[config.mk]
export PLATFORM = sky130hd
export DESIGN_NAME = vid_timer
export DESIGN_NICKNAME = d
export VERILOG_FILES = /design/src/rtl/vid_timer.sv
export SDC_FILE = /design/constraint.sdc
export NUM_CORES = 2
export LEC_CHECK = 0
export ABC_AREA = 1
export BUFFER_PORTS_ARGS = -buffer_cell sky130_fd_sc_hd__buf_4
export CAP_MARGIN = 25
export CORE_ASPECT_RATIO = 0.9
export CORE_MARGIN = 5
export CORE_UTILIZATION = 57
export DETAILED_ROUTE_END_ITERATION = 12
export PLACE_DENSITY = 0.77
export SLEW_MARGIN = 5
export SYNTH_ARGS = -nofsm -noshare
export SYNTH_HDL_FRONTEND = slang
export SYNTH_SLANG_ARGS = --single-unit
[constraint.sdc]
create_clock -name clk -period 12.98 [get_ports clk]
set_input_delay 0 -clock clk [delete_from_list [all_inputs] [get_ports clk]]
set_output_delay 0 -clock clk [all_outputs]
set_load 0.01 [all_outputs]
[src/rtl/vid_timer.sv]
module vid_timer #(
  parameter int COLW = 24,
  parameter int NREG = 16
) (
  input  logic            clk,
  input  logic            rst_n,
  input  logic            reg_we,
  input  logic [7:0]      reg_addr,
  input  logic [31:0]     reg_wdata,
  output logic [31:0]     reg_rdata,
  input  logic            pix_valid,
  input  logic [COLW-1:0] pix_in,
  output logic            hsync_o,
  output logic            vsync_o,
  output logic            den_o,
  output logic            disp_win_o,
  output logic            act_win_o,
  output logic            fetch_o,
  output logic [COLW-1:0] pix_o
);
  localparam int IW = $clog2(NREG);

  // word map: 0 enable, 1 config, 2 line, 3 frame length, 4 vsync width,
  // 5/6 display v, 7 display x, 8 active x, 9/10 active v, 11 border,
  // 12 underflow, 13 polarity, 14 counter enables, 15 fetch start
  logic [31:0] shd [NREG];
  logic [31:0] shd_nxt [NREG];
  logic [31:0] cur [NREG];
  logic [31:0] fcnt, frm_cnt, line_cnt;
  logic [15:0] hcnt;

  wire [IW-1:0] widx   = reg_addr[IW+1:2];
  wire          whit   = reg_we && reg_addr[7:IW+2] == '0 && reg_addr[1:0] == 2'b00;
  wire          en     = shd[0][0];
  wire [1:0]    cnt_en = shd[14][1:0];

  wire [15:0] hper   = cur[2][31:16];
  wire [15:0] hpw    = cur[2][15:0];
  wire [31:0] flen   = cur[3];
  wire        wrap_f = en && ({1'b0, fcnt} + 33'd1 >= {1'b0, flen});
  wire        wrap_l = en && ({1'b0, hcnt} + 17'd1 >= {1'b0, hper});
  wire        load   = !en || wrap_f;

  always_comb
    for (int i = 0; i < NREG; i++)
      shd_nxt[i] = (whit && widx == IW'(i)) ? reg_wdata : shd[i];

  wire dv   = fcnt >= cur[5] && fcnt <= cur[6];
  wire dh   = hcnt >= cur[7][15:0] && hcnt <= cur[7][31:16];
  wire disp = en && dv && dh;
  wire ah   = !cur[1][29] || (hcnt >= cur[8][15:0] && hcnt <= cur[8][31:16]);
  wire av   = !cur[1][30] || (fcnt >= cur[9] && fcnt <= cur[10]);
  wire actw = disp && ah && av;
  wire hs   = en && hcnt < hpw;
  wire vs   = en && fcnt < cur[4];
  wire fet  = en && cur[1][31] && fcnt == cur[15];

  always_ff @(posedge clk) begin
    if (!rst_n) begin
      for (int i = 0; i < NREG; i++) begin
        shd[i] <= '0;
        cur[i] <= '0;
      end
      fcnt <= '0; hcnt <= '0; frm_cnt <= '0; line_cnt <= '0;
      hsync_o <= 1'b0; vsync_o <= 1'b0; den_o <= 1'b0;
      disp_win_o <= 1'b0; act_win_o <= 1'b0; fetch_o <= 1'b0;
      pix_o <= '0;
    end else begin
      for (int i = 0; i < NREG; i++) begin
        shd[i] <= shd_nxt[i];
        if (load) cur[i] <= shd_nxt[i];
      end
      if (!en) begin
        fcnt <= '0; hcnt <= '0; frm_cnt <= '0; line_cnt <= '0;
      end else begin
        fcnt <= wrap_f ? '0 : fcnt + 32'd1;
        hcnt <= (wrap_f || wrap_l) ? '0 : hcnt + 16'd1;
        if (cnt_en[0] && wrap_f) frm_cnt <= frm_cnt + 32'd1;
        if (cnt_en[1] && (wrap_f || wrap_l)) line_cnt <= line_cnt + 32'd1;
      end
      hsync_o    <= hs ^ cur[13][0];
      vsync_o    <= vs ^ cur[13][1];
      den_o      <= disp ^ cur[13][2];
      disp_win_o <= disp;
      act_win_o  <= actw;
      fetch_o    <= fet;
      pix_o      <= !disp ? '0 : !actw ? cur[11][COLW-1:0] :
                    pix_valid ? pix_in : cur[12][COLW-1:0];
    end
  end

  always_comb begin
    reg_rdata = '0;
    if (reg_addr[7:IW+2] == '0) reg_rdata = shd[widx];
    else if (reg_addr == 8'h40) reg_rdata = en ? frm_cnt : '0;
    else if (reg_addr == 8'h44) reg_rdata = en ? line_cnt : '0;
  end

  assert_fcnt_range_R1: assert property (@(posedge clk) disable iff (!rst_n)
    (en && flen != 0) |-> fcnt < flen);
  assert_act_in_disp_R4: assert property (@(posedge clk) disable iff (!rst_n)
    act_win_o |-> disp_win_o);
  assert_pix_blank_R5: assert property (@(posedge clk) disable iff (!rst_n)
    !disp_win_o |-> pix_o == '0);
  assert_off_counts_R8: assert property (@(posedge clk) disable iff (!rst_n)
    !en |=> (frm_cnt == '0 && line_cnt == '0));
  assert_hold_midframe_R9: assert property (@(posedge clk) disable iff (!rst_n)
    (en && !wrap_f) |=> ($stable(cur[2]) && $stable(cur[3]) && $stable(cur[13])));
endmodule

== Word level (Yosys, flattened, before mapping) ==
Memories as Yosys holds them, arrays and structs flattened.
Cells that the tools add are included.

* Register bits: 142
* Memory bits (writable): 1024
* Input port bits: 68
* Logic and storage cells: 194
* Memories: 2

{| class="wikitable"
|+ Memories
! memory !! words !! width !! rd ports !! clocked after memory_dff !! wr ports !! RTL line !! RTL
|-
| cur || 16 || 32 || 14 || 0 || 16 || 28 || <nowiki>logic [31:0] cur [NREG];</nowiki>
|-
| shd || 16 || 32 || 17 || 0 || 16 || 26 || <nowiki>logic [31:0] shd [NREG];</nowiki>
|}

* Add/subtract/negate cells: 6
* Magnitude comparators: 12
* Equality and inequality tests: 18
* Multiplexer cells: 60
* Bitwise logic cells: 37
* Reduce and logical (&&, ||, !) cells: 48

{| class="wikitable"
|+ Operator list
! cell !! number
|-
| two-way mux 32 bit || 53
|-
| adder 32 x 1 -> 32 bit (second input constant) || 3
|-
| >= comparator 32 bit || 2
|-
| <= comparator 32 bit || 2
|-
| two-way mux 24 bit || 2
|-
| logical AND 1 bit || 34
|-
| adder 32 x 1 -> 33 bit (second input constant) || 1
|-
| >= comparator 33 x 32 -> 1 bit || 1
|-
| equality test 32 bit || 1
|-
| equality test 4 bit (second input constant) || 8
|-
| >= comparator 16 bit || 2
|-
| <= comparator 16 bit || 2
|-
| less-than comparator 32 bit || 1
|-
| OR 1 bit || 32
|-
| adder 16 x 1 -> 17 bit (second input constant) || 1
|-
| >= comparator 17 x 16 -> 1 bit || 1
|-
| adder 16 x 1 -> 16 bit (second input constant) || 1
|-
| equality test 4 x 3 -> 1 bit (second input constant) || 4
|-
| equality test 8 x 7 -> 1 bit (second input constant) || 2
|-
| less-than comparator 16 bit || 1
|-
| equality test 4 x 2 -> 1 bit (second input constant) || 2
|-
| OR reduction 3 bit || 2
|-
| two-way mux 1 bit || 5
|-
| equality test 4 x 1 -> 1 bit (second input constant) || 1
|-
| other kinds (7) || 17
|}

== Depth between registers and ports, before layout ==
* Depth in word-level cells: 8
* Depth in mapped cells: 28

== Least setup slack after synthesis ==
Ideal clock, no wire load.

* Kind: register to register
* Start point: register fcnt[1]
* End point: memory cur[3][4] (netlist: cur[0][100]), enable pin
* Arrival time: 13.290 ns
* Setup slack: -1.193 ns
* Cell stages (with the launch flop): 24
* Clock period less this slack: 14.173 ns
* Cell sequence: dfxtp_1 > ha_1 > nand2_1 > inv_1 > nand2_1 > inv_1 > nand2_2 > inv_1 > nand4_1 > nor3_1 > nand2_1 > nor3_1 > xor2_1 > inv_1 > ha_1 > nand2_1 > inv_1 > nand2_1 > nor3_1 > nand2_1 > nor2_1 > nand2_1 > nand3_1 > clkbuf_1

{| class="wikitable"
|+ RTL lines
! what !! RTL line !! RTL
|-
| from (decl) || 29 || <nowiki>logic [31:0] fcnt, frm_cnt, line_cnt;</nowiki>
|-
| from (signal assigned) || 76 || <nowiki>fcnt <= wrap_f ? '0 : fcnt + 32'd1;</nowiki>
|-
| to (decl) || 28 ||
|}

==> flow_metrics.env <==
export IMPL_outcome="finished clean"
export IMPL_timing_setup_tns_ns=0
export IMPL_yosysTopAreaCellShare_pct=25.15
export IMPL_die_h_um=296.7
export IMPL_seq_area_frac_synth_pct=46.72
export IMPL_htree_levels=3
export IMPL_dr_pass1_iters=6
export IMPL_synthTopCellsByArea="dfxtp_1 (25%), edfxtp_1 (22%), inv_1 (9.9%)"
export IMPL_synth_edf_count=374
export IMPL_critPathCaptureType="register"
export IMPL_grtUsageTotal_pct=35.20
export IMPL_hold_viol=0
export IMPL_place_congestion=1.016
export IMPL_max_slew_worst_pin_slew_ns=1.273
export IMPL_clk_latency_ns=0.72
export IMPL_portBuffers=129
export IMPL_core_area_um2=90910
export IMPL_path_class="reg2reg"
export IMPL_drive_gt1_share_pct=6.095
export IMPL_grt_max_degree=192
export IMPL_yosysMostFrequentCell="inv_1"
export IMPL_clockRootBuffer="clkbuf_16"
export IMPL_syn_nets=6942
export IMPL_worstPathCellList="ha_1 > nand2_1 > inv_1 > nand2_1 > inv_1 > nand2_2 > inv_1 > nand4_1 > nor3_1 > nand2_1 > nor3_1 > xor2_1 > inv_1 > ha_1 > nand2_1 > inv_1 > nand2_1 > nor3_1 > nand2_1 > nor2_1 > nand2_1 > nand3_4 > buf_12 > buf_4"
export IMPL_fin_crit_sh_pct=52.99
export IMPL_setup_viol=0
export IMPL_slew_headroom_pct=15.12
export IMPL_synth_flop_cell="dfxtp_1"
export IMPL_synth_largest_area_cell="dfxtp_1"
export IMPL_clockBufferDepth=3
export IMPL_slowest_delay_ns=0.82
export IMPL_start_util_pct=57.27
export IMPL_yosysUniqueCellTypes=54
export IMPL_first_global_vias=41900
export IMPL_finalWirelength_um=177100
export IMPL_die_width_um=328.6
export IMPL_fin_crit_ns=6.878
export IMPL_internal_power_w=0.005154
export IMPL_maxCapViolCount=0
export IMPL_powerDensity_nw_per_um2=115.4
export IMPL_power_switching_w=0.001537
export IMPL_clkPwrFrac_pct=46.7
export IMPL_dp_hpwl_um=123900
export IMPL_drtIter0Drc=5248
export IMPL_syn_area_um2=52070
export IMPL_worst_path_buf_inv=7
export IMPL_vias_per_cell=5.691
export IMPL_path_common_cell="nand2_1"
export IMPL_area_growth_synth_to_final_pct=11.39
export IMPL_drv_slew=0
export IMPL_num_vias=45200
export IMPL_cpLargestDelayFamily="simple AND/OR/NAND/NOR gates"
export IMPL_p_seq_share_pct=49.7
export IMPL_synth_seq_cells=1028
export IMPL_finish_net_count=6979
export IMPL_worstPathMaxFanout=191
export IMPL_crit_slowest_cell="buf_4"
export IMPL_drc=0
export IMPL_grt_antenna_before_repair=12
export IMPL_p_leak_nw=25.89
export IMPL_overflow=0
export IMPL_grt_pass1_wl_um=260600
export IMPL_swShare_pct=22.98
export IMPL_utilization_pct=63.80
export IMPL_cts_buffers_inserted=103
export IMPL_tritoncts="built"
export IMPL_wire_per_inst_um=22.30
export IMPL_ir_drop_mv=0.1097
export IMPL_cts_setup_buffers=0
export IMPL_ant_nets=0
export IMPL_rsz0062_at_grt="no"
export IMPL_row_count=105
export IMPL_clock_sinks=1028
export IMPL_die_area_um2=97500
export IMPL_ios=130
export IMPL_hold_class="in2reg"
export IMPL_arrival_ns=7.21
export IMPL_max_freq_ghz=0.1454
export IMPL_crit_required_ns=13.31
export IMPL_finClkSkew_ns=0.04005
export IMPL_synth_async_reset_ratio_pct=0
export IMPL_yosys_warnings=0
export IMPL_synth_common_cells="inv_1 (1,374), nand2_1 (1,118), dfxtp_1 (654)"
export IMPL_synth_cells=6584
export IMPL_clk_pin_slew_ns=0.06
export IMPL_cp_start_kind="register"
export IMPL_combPwrFrac_pct=3.6
export IMPL_syn_area_per_cell_um2=7.908
## power groups by stage
stage | Clock (W) | Combinational (W) | Sequential (W)
after global placement | 0 | 0.000210 | 0.00339
after floorplan | 0 | 0.000120 | 0.00339
final | 0.00313 | 0.000242 | 0.00332
after CTS | 0.00313 | 0.000232 | 0.00332
after detailed placement | 0 | 0.000212 | 0.00339
after global routing | 0.00327 | 0.000249 | 0.00332
## registers in the layout, indices dropped and copies added, names as in the netlist, named ones only
name and flops:
shd 451, hsync_o 1, vsync_o 1, cur 374
line_cnt 32, disp_win_o 1, frm_cnt 32, fcnt 32
hcnt 16, pix_o 24, act_win_o 1, fetch_o 1
den_o 1
## per-layer routing
metal	vias to the layer above	routed length, um	track usage [%]
li1	21210	-	-
met1	21020	68260	45.92
met2	2381	78180	54.08
met3	589	16740	6.842
met4	6	13900	21.96
met5	-	41	0
## metrics by stage
| step | power, W | hold WS [ns] | setup WS [ns] | area [um^2] | instances |
|---|---|---|---|---|---|
| 2_1_floorplan | 0.003514 | 0.1629 | 4.554 | 52070 | 6584 |
| 3_3_place_gp | 0.003604 | 0.3445 | 6.544 | 53630 | 7663 |
| 3_5_place_dp | 0.003606 | 0.3503 | 6.394 | 53630 | 7663 |
| 4_1_cts | 0.006683 | 0.03632 | 6.373 | 57960 | 7938 |
| 5_1_grt | 0.006846 | 0.07422 | 5.844 | 57990 | 7940 |
| 6_report | 0.006691 | 0.09169 | 6.102 | 58000 | 7943 |
## cell families after synthesis
logic type	synth area share, %
flops	46.72
mux	0.4710
simple gates	15.85
compound gates	15.81
fa+ha+maj	6.969
xor+xnor	1.413
buf+inv	12.77
## timing repair
item,in CTS,in global routing
hold endpoints to repair,860,0
hold buffers,81,0
endpoints found under the setup margin,0,0
resized for setup,0,0
## final cells by class
| type | instances | area, um^2 |
|---|---|---|
| Inverter | 1382 | 5204 |
| Clock inverter | 48 | 580.6 |
| Antenna cell | 3 | 7.507 |
| Tap cell | 1230 | 1539 |
| Clock buffer | 146 | 2943 |
| Multi-Input combinational cell | 3845 | 21210 |
| Timing Repair Buffer | 261 | 2193 |
| Sequential cell | 1028 | 24320 |
| Fill cell | 7695 | 32910 |
## final timing paths
kind | slack (ns) | start | to | cells past startpoint
setup / recovery | 6.10 | fcnt[1] | cur[0][227] | 24
hold / removal | 0.09 | reg_addr[2] | shd[12][2] | 5
setup reg to reg | 6.10 | fcnt[1] | cur[0][227] | 24
hold reg to reg | 0.45 | shd[11][28] | shd[11][28] | 2
## worst register-to-register path: stages, from the launching register on
cell and delay, ns:
dfxtp_1 0.53, ha_1 0.26, nand2_1 0.06, inv_1 0.10, nand2_1 0.13, inv_1 0.11
nand2_2 0.14, inv_1 0.15, nand4_1 0.18, nor3_1 0.53, nand2_1 0.18, nor3_1 0.22
xor2_1 0.24, inv_1 0.07, ha_1 0.29, nand2_1 0.05, inv_1 0.09, nand2_1 0.08
nor3_1 0.19, nand2_1 0.11, nor2_1 0.10, nand2_1 0.12, nand3_4 0.62, buf_12 0.74
buf_4 1.16
## placed cells by master (no fill, tap or decap), types with 15 or more instances in the layout
cell type,instances
inv_1,1372
edfxtp_1,374
ha_1,290
o21ai_0,449
a21oi_1,516
nand2_1,1116
clkinv_2,18
o21a_1,171
clkbuf_16,106
nor3_1,50
xor2_1,61
nor2_2,15
a22oi_1,59
xnor2_1,23
buf_4,176
nand3_1,128
mux2i_1,20
dfxtp_1,653
clkbuf_1,26
nor4_1,21
dlygate4sd3_1,81
nand4_1,68
o211ai_1,16
o221ai_1,63
nor2_1,571
o22ai_1,106
Note: power is estimated with default switching activity, not from simulation.
